$ cat src/rtl/useq_pkg.sv
package useq_pkg;
  localparam int NSTAT     = 14;
  localparam int CODE_W    = 4;
  localparam logic [CODE_W-1:0] CODE_FALSE = 4'd0;
  localparam logic [CODE_W-1:0] CODE_TRUE  = 4'd7;

  // Picks the raw condition for a code: 0 is false, 7 is true, the rest map to status bits.
  function automatic logic useq_cond_pick(input logic [CODE_W-1:0] code,
                                          input logic [NSTAT-1:0]  stat);
    logic r;
    r = 1'b0;
    for (int i = 1; i < 16; i++) begin
      if (code == CODE_W'(i)) begin
        if (i == 7)      r = 1'b1;
        else if (i < 7)  r = stat[i-1];
        else             r = stat[i-2];
      end
    end
    return r;
  endfunction

  // A microword that can never branch is a plain ALU operation.
  function automatic logic useq_is_alu(input logic [CODE_W-1:0] code, input logic inv);
    return (code == CODE_FALSE && !inv) || (code == CODE_TRUE && inv);
  endfunction
endpackage

$ cat src/rtl/useq_nibble_ctr.sv
module useq_nibble_ctr #(
  parameter int W = 4
) (
  input  logic         clk,
  input  logic         rst,
  input  logic         load,
  input  logic         cin,
  input  logic [W-1:0] d,
  output logic [W-1:0] q,
  output logic         cout
);
  always_ff @(posedge clk) begin
    if (rst)       q <= '0;
    else if (load) q <= d;
    else if (cin)  q <= q + 1'b1;
  end

  assign cout = cin && (q == {W{1'b1}});

  // a full slice with carry in rolls over to zero
  p_slice_roll_r2: assert property (@(posedge clk) disable iff (rst)
    (!load && cin && q == {W{1'b1}}) |=> (q == '0));
endmodule

$ cat src/rtl/useq_cond_sel.sv
module useq_cond_sel
  import useq_pkg::*;
(
  input  logic              clk,
  input  logic              rst,
  input  logic [CODE_W-1:0] code,
  input  logic              inv,
  input  logic [NSTAT-1:0]  stat,
  output logic              cond_raw,
  output logic              take
);
  assign cond_raw = useq_cond_pick(code, stat);
  assign take     = cond_raw ^ inv;

  // branch-if-nonzero is taken whenever the zero flag is clear
  p_nonzero_r8: assert property (@(posedge clk) disable iff (rst)
    (code == 4'd1 && inv && !stat[0]) |-> take);
  // inverted "never" always branches
  p_inv_never_r8: assert property (@(posedge clk) disable iff (rst)
    (code == CODE_FALSE && inv) |-> take);
endmodule

$ cat src/rtl/useq_alu_decode.sv
module useq_alu_decode
  import useq_pkg::*;
#(
  parameter int BW      = 3,
  parameter int DRR_REG = 3
) (
  input  logic              clk,
  input  logic              rst,
  input  logic [CODE_W-1:0] code,
  input  logic              inv,
  input  logic [BW-1:0]     bsrc,
  output logic              alu_op,
  output logic              drr
);
  logic drr_hit;

  assign alu_op  = useq_is_alu(code, inv);
  assign drr_hit = alu_op && (bsrc == BW'(DRR_REG));

  always_ff @(posedge clk) begin
    if (rst) drr <= 1'b0;
    else     drr <= drr_hit;
  end

  // an ALU microword reading the UART register yields the pulse
  p_drr_set_r6: assert property (@(posedge clk) disable iff (rst)
    (alu_op && bsrc == BW'(DRR_REG)) |=> drr);
  // a branch microword never yields the pulse
  p_drr_branch_r7: assert property (@(posedge clk) disable iff (rst)
    (!alu_op) |=> !drr);
endmodule

$ cat src/rtl/useq_top.sv
module useq_top
  import useq_pkg::*;
#(
  parameter int NIB     = 3,
  parameter int BW      = 3,
  parameter int DRR_REG = 3,
  localparam int SW     = 4,
  localparam int AW     = NIB * SW
) (
  input  logic              clk,
  input  logic              rst,
  input  logic [CODE_W-1:0] mw_cond,
  input  logic              mw_inv,
  input  logic [AW-1:0]     mw_target,
  input  logic [BW-1:0]     mw_bsrc,
  input  logic [NSTAT-1:0]  status,
  output logic [AW-1:0]     uaddr,
  output logic              uart_drr
);
  logic           take;
  logic           cond_raw;
  logic           alu_op;
  logic [NIB:0]   carry;

  useq_cond_sel u_cond (
    .clk(clk), .rst(rst), .code(mw_cond), .inv(mw_inv), .stat(status),
    .cond_raw(cond_raw), .take(take)
  );

  useq_alu_decode #(.BW(BW), .DRR_REG(DRR_REG)) u_dec (
    .clk(clk), .rst(rst), .code(mw_cond), .inv(mw_inv), .bsrc(mw_bsrc),
    .alu_op(alu_op), .drr(uart_drr)
  );

  assign carry[0] = 1'b1;

  for (genvar g = 0; g < NIB; g++) begin : g_slice
    useq_nibble_ctr #(.W(SW)) u_ctr (
      .clk(clk), .rst(rst), .load(take), .cin(carry[g]),
      .d(mw_target[g*SW +: SW]), .q(uaddr[g*SW +: SW]), .cout(carry[g+1])
    );
  end

  // reset clears the address
  p_reset_r1: assert property (@(posedge clk) rst |=> (uaddr == '0 && !uart_drr));
  // no branch means step by one
  p_step_r2: assert property (@(posedge clk) disable iff (rst)
    !take |=> (uaddr == AW'($past(uaddr) + 1'b1)));
  // a taken branch loads the target
  p_load_r3: assert property (@(posedge clk) disable iff (rst)
    take |=> (uaddr == $past(mw_target)));
  // ALU microwords never branch
  p_alu_nobranch_r5: assert property (@(posedge clk) disable iff (rst)
    alu_op |-> !take);
  // the raw condition and the invert bit together decide the branch
  p_xor_r4: assert property (@(posedge clk) disable iff (rst)
    (cond_raw != mw_inv) |-> take);
endmodule

$ cat config.mk
export PLATFORM = sky130hd
export DESIGN_NAME = useq_top
export DESIGN_NICKNAME = d
export VERILOG_FILES = /design/src/rtl/useq_pkg.sv /design/src/rtl/useq_nibble_ctr.sv /design/src/rtl/useq_cond_sel.sv /design/src/rtl/useq_alu_decode.sv /design/src/rtl/useq_top.sv
export SDC_FILE = /design/constraint.sdc
export NUM_CORES = 1
export LEC_CHECK = 0
export CORE_MARGIN = 2
export CORE_UTILIZATION = 39
export DETAILED_ROUTE_END_ITERATION = 6
export GPL_TIMING_DRIVEN = 0
export PLACE_DENSITY_LB_ADDON = 0.15
export REMOVE_ABC_BUFFERS = 1
export SYNTH_ARGS = -nofsm -noshare
export SYNTH_HDL_FRONTEND = slang
export SYNTH_HIERARCHICAL = 1
export SYNTH_SLANG_ARGS = --single-unit
$ cat constraint.sdc
create_clock -name clk -period 2.7 [get_ports clk]
set_clock_uncertainty 0.15 [all_clocks]
set_input_delay 0.54 -clock clk [delete_from_list [all_inputs] [get_ports clk]]
set_output_delay 0.54 -clock clk [all_outputs]
set_load 0.01 [all_outputs]
==> impl_metrics.ini, run 1 <==
[global_routing]
grt_pass1_vias = 811
grt_max_degree = 14
grt_usage_pct = 15.69
antenna_found_initial = 0
grt_pass1_wl_um = 3236
grt.overflow.total = 0

[placement]
gp_congestion = 0.7269
dp_slack_ps = -970.8
dp_hpwl_um = 1685
io_buffers = 48
postPlaceCellArea_um2 = 1421

[route]
avgViaCountPerCell = 4.876
wl_um = 2045
firstDrtPassIters = 4
routed-via-count = 902
drt-initial-drc-count = 8
ant_nets = 0
wire_per_inst_um = 11.05
route.detailed.drc = 0

[finish]
areaGrowthSynthToFinish_pct = 59.40
layout-drive-gt1-share_pct = 10.83
postLayoutCellArea_um2 = 1474
num_antenna_cells = 0
nets = 197

[timing]
fmax_mhz = 418.6
slew_violations = 0
tightestPinTransition_ps = 520.5
min_period_over_period_pct = 88.49
finalHoldViolations = 0
setup_violations = 0
rsz0062_at_grt = false
min_period_ps = 2389
worst_slack_ps = 310.9
relSlewSlack_pct = 65.19

[cts]
tritoncts = built
clock_sinks = 13
h-tree-depth = 1
cts.hold.buffers_added = 0
clock_path_buffers = 2
cts_buffers = 3
clk_latency_ps = 270
clockRootBuffer = clkbuf_4
clkTransAtPathRegs_ps = 80

[critical_path]
cpMaxStageDelayCell = a222oi_1
worstPathArrival_ps = 2380
cp_cell_sequence = clkbuf_2 > nor2b_2 > a22o_1 > a222oi_1 > o211ai_2 > xor2_4 > buf_4 > mux2i_1 > nor2_1
cp.required_ps = 2690
cp-start-kind = input pin
slowest_delay_ps = 380
crit_fanout = 13
path_class = in -> reg
ff2ff_path_depth = 8
cp-end-kind = flip-flop

[power_and_ir_drop]
power_switching_mw = 0.1756
p_per_area_nw_per_um2 = 408.8
leakage_nw = 0.6236
internal_power_mw = 0.4269
ir_drop_uv = 226.1
switching_share_pct = 29.15
seqPwrFrac_pct = 40.0
combPwrFrac_pct = 41.2
clock_power_share_pct = 18.9

[die]
die_w_um = 52.69
core.rowCount = 17
start_util_pct = 41.40
die-height_um = 52.69
die_area_um2 = 2776
coreArea_um2 = 2233
ios = 49

[min_path]
hold_path_class = reg -> reg
min_path_cells = 2

[logic_synthesis]
synth_area_per_cell_um2 = 8.891
syn_area_um2 = 924.6
ys_warn_count = 6
syn_inst = 104

[status]
status = complete, no violations

[run]
drv_cap = 0
[layer usage]
| metal | up-vias | wire (µm) | global-route usage (%) |
|---|---|---|---|
| li1 | 471 | - | - |
| met1 | 402 | 854 | 16.12 |
| met2 | 27 | 1055 | 30.42 |
| met3 | 2 | 122 | 3.714 |
| met4 | 0 | 12 | 5.128 |
| met5 | - | 0 | 0 |
[worst paths after layout]
check / start / end / slack (ps)
max: mw_cond[0] / g_slice[0].u_ctr/q[1]$_SDFFE_PP0P_ / 310
min: g_slice[2].u_ctr/q[3]$_SDFFE_PP0P_ / g_slice[2].u_ctr/q[3]$_SDFFE_PP0P_ / 440
max reg2reg: g_slice[0].u_ctr/q[0]$_SDFFE_PP0P_ / g_slice[2].u_ctr/q[1]$_SDFFE_PP0P_ / 540
min reg2reg: g_slice[2].u_ctr/q[3]$_SDFFE_PP0P_ / g_slice[2].u_ctr/q[3]$_SDFFE_PP0P_ / 440
[per-stage QoR]
stage	hold slack (ps)	power [mW]	setup TNS [ps]	std cells	util, %
floorplan	448.4	0.3522	-1024	102	-
global placement	426.6	0.4740	-15850	178	63.31
detailed placement	421.9	0.4822	-11220	178	63.64
CTS	445.0	0.6147	0	185	66.22
global route	478.6	0.6480	0	185	65.99
finish	441.2	0.6026	0	185	65.99
[state kept, by name (all words and copies together), names as in the netlist]
signal / flops
u_dec/drr: 1
g_slice.u_ctr/q: 12
[critical path, delay by kind of cell]
kind | cells | cell delay, ps
multiplexers | 1 | 190
XOR/XNOR | 1 | 190
buffers and inverters | 2 | 380
AO/OA/AOI/OAI | 3 | 790
AND/OR/NAND/NOR | 2 | 280
[power groups by stage]
stage	Clock (mW)	Sequential [mW]	Combinational, mW
2_1_floorplan	0	0.254	0.0982
3_3_place_gp	0	0.245	0.229
3_5_place_dp	0	0.246	0.236
4_1_cts	0.123	0.241	0.251
5_1_grt	0.132	0.245	0.271
6_report	0.114	0.241	0.248
[area by class of cell]
type / instances / area (µm²)
clock buffer: 4 / 26.28
multi-input combinational: 82 / 630.6
tap: 28 / 35.03
fill: 216 / 759.5
sequential: 13 / 260.3
timing repair buffer: 51 / 495.5
inverter: 7 / 26.28
[timing repair]
action	in CTS	in global routing
gates resized for setup	3	5
setup buffers	3	0
setup endpoints to repair	12	7
pin swaps	0	1
[cell usage in the layout, fill, tap and decap left out, types with 2 or more instances in the layout]
cell,n
ha_1,3
dfxtp_1,13
xor2_1,3
clkbuf_4,3
nor2_1,11
xnor2_1,6
inv_1,7
a21oi_1,6
o211ai_1,3
o21a_1,6
mux2i_1,8
nand4_1,4
mux2_1,3
nand3_1,3
buf_4,3
nand2_1,5
clkdlybuf4s50_1,45
conb_1,4
clkbuf_2,2
Power figures use the tool's default switching activity.
==> run 2: changes to the inputs <==
- CORE_UTILIZATION: 39 -> 40
- CTS_BUF_LIST: unset -> sky130_fd_sc_hd__clkbuf_2 sky130_fd_sc_hd__clkbuf_4 sky130_fd_sc_hd__clkbuf_8
- GPL_TIMING_DRIVEN: 0 -> 1
==> run 2 against run 1 <==
Effect of this change: flip-flop and latch count unchanged; count of clock-buffer cells in the layout unchanged; combinational power increased by 2%; design area increased by 4.2%.
==> impl_metrics.ini, run 2 (synthesis gave the netlist of run 1 again) <==
[placement]
gp_congestion = 0.8277
io_buffers = 48
dp_hpwl_um = 1852
postPlaceCellArea_um2 = 1489

[global_routing]
antenna_found_initial = 0
grt.overflow.total = 0
grt_max_degree = 14
grt.busiest_layer = met2
grt_usage_pct = 18.21
grt_pass1_vias = 937
gr-usage-met2_pct = 35.86
grt_pass1_wl_um = 3753
grt.met1_usage_pct = 19.43
gr-usage-met3_pct = 2.874

[route]
ant_nets = 0
routed-via-count = 949
avgViaCountPerCell = 4.943
firstDrtPassIters = 4
wl_um = 2203
drt-initial-drc-count = 8
route.detailed.drc = 0
wire_per_inst_um = 11.47

[critical_path]
ff2ff_path_depth = 8
cp.required_ps = 2700
cp_cell_sequence = clkdlybuf4s50_1 > nand2b_1 > o211ai_1 > a222oi_1 > o211ai_2 > xor2_2 > buf_6 > mux2i_1 > nor2_1
reg2reg_setup_slack_ps = 580
cpMaxStageDelayCell = clkdlybuf4s50_1
cp-start-kind = input pin
path_class = in -> reg
slowest_delay_ps = 630
crit_fanout = 12
cp-end-kind = flip-flop
worstPathArrival_ps = 2390

[cts]
cts.hold.buffers_added = 0
cts_buffers = 3
clock_sinks = 13
tritoncts = built
clockRootBuffer = clkbuf_4
post_cts_buffers = 0
h-tree-depth = 1
clkTransAtPathRegs_ps = 70
ctsResizeCount = 0
clock_path_buffers = 2
clk_latency_ps = 280

[timing]
finalHoldViolations = 0
min_period_over_period_pct = 88.51
fmax_mhz = 418.4
setup_violations = 0
rsz0062_at_grt = false
slew_violations = 0
relSlewSlack_pct = 66.08
min_period_ps = 2390
tightestPinTransition_ps = 507.1

[die]
die_area_um2 = 2712
die-height_um = 52.08
ios = 49
start_util_pct = 42.20
die_w_um = 52.08
coreArea_um2 = 2191
core.rowCount = 17

[finish]
postLayoutCellArea_um2 = 1535
layout-drive-gt1-share_pct = 14.02
final_common_cell = clkdlybuf4s50_1
biggestRegsByFlops = g_slice.u_ctr/q: 12 flops, u_dec/drr: 1 flops
nets = 204
largest_register = g_slice.u_ctr/q
largest_register_ffs = 12
areaGrowthSynthToFinish_pct = 66.03
final_cell_mix = 46 x clkdlybuf4s50_1, 13 x dfxtp_1, 11 x nor2_1
num_antenna_cells = 0

[power_and_ir_drop]
p_per_area_nw_per_um2 = 405.9
ir_drop_uv = 267.1
p_total_mw = 0.6231
leakage_nw = 0.6687

[status]
status = complete, no violations

[run]
drv_cap = 0

[min_path]
min_path_cells = 2
hold_path_class = reg -> reg
[run 2: critical path, delay by kind of cell]
kind / cells / cell delay, ps
mux: 1 / 190
buf+inv: 2 / 810
simple gates: 2 / 170
xor+xnor: 1 / 180
compound gates: 3 / 500
[run 2: routing by layer]
metal  up-vias  wire length [µm]
met5         -                 0
li1        481                 -
met2        42              1133
met3         2               162
met4         0                21
met1       424               885
[run 2: worst paths after layout]
path / start / endpoint
worst min-delay path: g_slice[2].u_ctr/q[3]$_SDFFE_PP0P_ / g_slice[2].u_ctr/q[3]$_SDFFE_PP0P_
worst max-delay path: mw_cond[2] / g_slice[2].u_ctr/q[0]$_SDFFE_PP0P_
worst max register to register: g_slice[0].u_ctr/q[0]$_SDFFE_PP0P_ / g_slice[2].u_ctr/q[1]$_SDFFE_PP0P_
worst min register to register: g_slice[2].u_ctr/q[3]$_SDFFE_PP0P_ / g_slice[2].u_ctr/q[3]$_SDFFE_PP0P_
[run 2: per-stage QoR]
stage | worst slack, ps | std cells | util, % | hold slack, ps | TNS [ps]
4_1_cts | 98.53 | 192 | 69.33 | 454.1 | 0
3_5_place_dp | -194.0 | 188 | 67.96 | 432.6 | -1635
3_3_place_gp | -176.6 | 188 | 67.96 | 418.0 | -1539
2_1_floorplan | -104.0 | 102 | - | 448.4 | -1024
6_report | 310.1 | 192 | 70.07 | 444.1 | 0
5_1_grt | 97.88 | 192 | 70.07 | 479.5 | 0
[run 2: final cells by class]
type                    instances  area [µm²]
fillers                       174       655.6
multi-input cells              82       619.3
flip-flops and latches         13       260.3
clock buffers                   4       30.03
repair buffers                 58       564.3
inverters                       7       26.28
well taps                      28       35.03
[run 2: report_power, final]
group          total, mW  leakage [nW]  switching (mW)  internal, mW
sequential         0.241         0.108          0.0244         0.217
clock              0.130        0.0184          0.0628        0.0673
combinational      0.252         0.543          0.0932         0.159
==> run 3: changes to the inputs <==
--- a/config.mk
+++ b/config.mk
@@ -9,4 +9,5 @@
 export CORE_UTILIZATION = 40
 export CTS_BUF_LIST = sky130_fd_sc_hd__clkbuf_2 sky130_fd_sc_hd__clkbuf_4 sky130_fd_sc_hd__clkbuf_8
+export CTS_CLUSTER_DIAMETER = 50
 export DETAILED_ROUTE_END_ITERATION = 6
 export GPL_TIMING_DRIVEN = 1
==> constraint.sdc (replaced) <==
create_clock -name clk -period 2.7 [get_ports clk]
set_clock_uncertainty 0.15 [all_clocks]
set_input_delay 0.675 -clock clk [delete_from_list [all_inputs] [get_ports clk]]
set_output_delay 0.675 -clock clk [all_outputs]
set_load 0.01 [all_outputs]
==> run 3 against run 2 <==
Effect of this change: count of clock-buffer cells in the layout stayed put; sequential share of layout area unchanged; first-iteration DRC count increased by 13%; via count rose by 1.4%; fmax shrank 6.0%; largest cell class unchanged.
==> impl_metrics.ini, run 3 (synthesis gave the netlist of run 1 again) <==
[status]
status = complete, no violations

[route]
routed-via-count = 962
ant_nets = 0
met3_length_um = 157
wl_um = 2238
firstDrtPassIters = 4
route.top_layer_used = met4
wire_per_inst_um = 11.60
drt-initial-drc-count = 9
avgViaCountPerCell = 4.984
route.met2.wl_um = 1175
route.detailed.drc = 0
wl_met1_um = 883

[cts]
h-tree-depth = 1
post_cts_buffers = 0
cts.hold.buffers_added = 0
cts_buffers = 3
tritoncts = built
clk_latency_ps = 280
clock_path_buffers = 2
clockRootBuffer = clkbuf_4
clock_sinks = 13
clkTransAtPathRegs_ps = 80

[timing]
rsz0062_at_grt = false
worst_slack_ps = 156.9
whs_ps = 444.4
tightestPinTransition_ps = 512.5
min_period_over_period_pct = 94.19
slew_violations = 0
relSlewSlack_pct = 65.73
fmax_mhz = 393.2
finalHoldViolations = 0
tns_ps = 0
min_period_ps = 2543
setup_violations = 0

[min_path]
hp-start = g_slice[2].u_ctr/q[3]$_SDFFE_PP0P_
hold_path_end = g_slice[2].u_ctr/q[3]$_SDFFE_PP0P_
min_path_cells = 2
hold_path_class = reg -> reg

[critical_path]
reg2reg_setup_slack_ps = 580
cpMaxStageDelayCell = a222oi_1
r2r_end = g_slice[2].u_ctr/q[1]$_SDFFE_PP0P_
ff2ff_path_depth = 8
slowest_delay_ps = 390
worstPathArrival_ps = 2540
cp_cell_sequence = dlygate4sd2_1 > nor2b_2 > a22o_1 > a222oi_1 > o211ai_2 > xor2_2 > buf_4 > mux2i_1 > nor2_1
cp-end-kind = flip-flop
cp-start-kind = input pin
cp.required_ps = 2700
reg2reg_from = g_slice[0].u_ctr/q[0]$_SDFFE_PP0P_
crit_fanout = 6
path_class = in -> reg

[global_routing]
grt_pass1_vias = 966
grt_max_degree = 14
antenna_found_initial = 0
grt_pass1_wl_um = 3898
grt.overflow.total = 0
grt_usage_pct = 19.02

[finish]
postLayoutCellArea_um2 = 1535
largest_register_ffs = 12
biggestRegsByFlops = g_slice.u_ctr/q: 12 flops, u_dec/drr: 1 flops
largest_register = g_slice.u_ctr/q
num-fill-cells = 177
areaGrowthSynthToFinish_pct = 66.03
fin_cells = 193
final_common_cell = clkdlybuf4s50_1
final_cell_mix = 45 x clkdlybuf4s50_1, 13 x dfxtp_1, 11 x nor2_1
layout-drive-gt1-share_pct = 14.55
multi_input_area_um2 = 619.3
regArea_um2 = 260.3
fin_util_pct = 70.07
num_antenna_cells = 0
nets = 205

[die]
core.rowCount = 17
die-height_um = 52.08
die_w_um = 52.08
start_util_pct = 42.20
ios = 49
coreArea_um2 = 2191
die_area_um2 = 2712

[placement]
gp_congestion = 0.8277
dp_hpwl_um = 1852
io_buffers = 48
postPlaceCellArea_um2 = 1489
dp_slack_ps = -329.0
dp_cells = 188

[power_and_ir_drop]
internal_power_mw = 0.4441
clock_power_share_pct = 20.8
switching_share_pct = 29.13
seqPwrFrac_pct = 38.5
p_per_area_nw_per_um2 = 408.2
combPwrFrac_pct = 40.7
p_total_mw = 0.6267
ir_drop_uv = 267.1
power_switching_mw = 0.1826
leakage_nw = 0.6663

[run]
drv_cap = 0
==> run 3: changes by cell type in the layout (fill, tap and decap cells not counted), sizes merged <==
cell,before,now
dlygate4sd2,0,2
clkdlybuf4s50,46,45
buf,10,11
dlymetal6s2s,2,1
==> run 3: critical path: cells and delay by family <==
family / cells / cell delay (ps)
AOI/OAI and AO/OA: 3 / 760
muxes: 1 / 180
buffers and inverters: 2 / 460
xor gates and xnor gates: 1 / 230
and+or+nand+nor: 2 / 230
==> run 3: layout make-up <==
| cell class | instances | share of cell area, % |
|---|---|---|
| clock buffer | 4 | 1.956 |
| inverter | 7 | 1.711 |
| multi-input combinational | 82 | 40.34 |
| sequential | 13 | 16.95 |
| tap | 28 | 2.282 |
| timing repair buffer | 59 | 36.76 |
==> run 3: worst max-delay path by stage <==
| stage | startpoint | end | slack, ps |
|---|---|---|---|
| floorplan | mw_cond[0] | g_slice[0].u_ctr/q[0]$_SDFFE_PP0P_ | -240 |
| global placement | mw_cond[0] | g_slice[1].u_ctr/q[0]$_SDFFE_PP0P_ | -310 |
| detailed placement | mw_cond[0] | g_slice[1].u_ctr/q[0]$_SDFFE_PP0P_ | -330 |
| CTS | mw_cond[2] | g_slice[0].u_ctr/q[1]$_SDFFE_PP0P_ | 120 |
| global route | mw_cond[0] | g_slice[0].u_ctr/q[0]$_SDFFE_PP0P_ | 3 |
| finish | mw_cond[0] | g_slice[0].u_ctr/q[0]$_SDFFE_PP0P_ | 160 |
==> run 3: metal layers <==
metal | GRT usage (%) | vias up
met5 | 0 | -
met4 | 5.263 | 0
met3 | 3.161 | 2
met2 | 38.19 | 40
met1 | 19.68 | 435
li1 | - | 485
==> run 3: power groups by stage <==
stage          sequential (mW)  combinational, mW  clock (mW)
2_1_floorplan            0.254             0.0982           0
3_3_place_gp             0.244              0.244           0
3_5_place_dp             0.245              0.250           0
4_1_cts                  0.241              0.257       0.136
5_1_grt                  0.245              0.281       0.141
6_report                 0.241              0.255       0.130
==> run 3: repair_timing <==
| action | 4_1_cts | 5_1_grt |
|---|---|---|
| gates cloned | 1 | 0 |
| setup endpoints to repair | 4 | 5 |
| pin swaps | 2 | 1 |
| endpoints found under the hold margin | 0 | 0 |
| resized for setup | 5 | 1 |
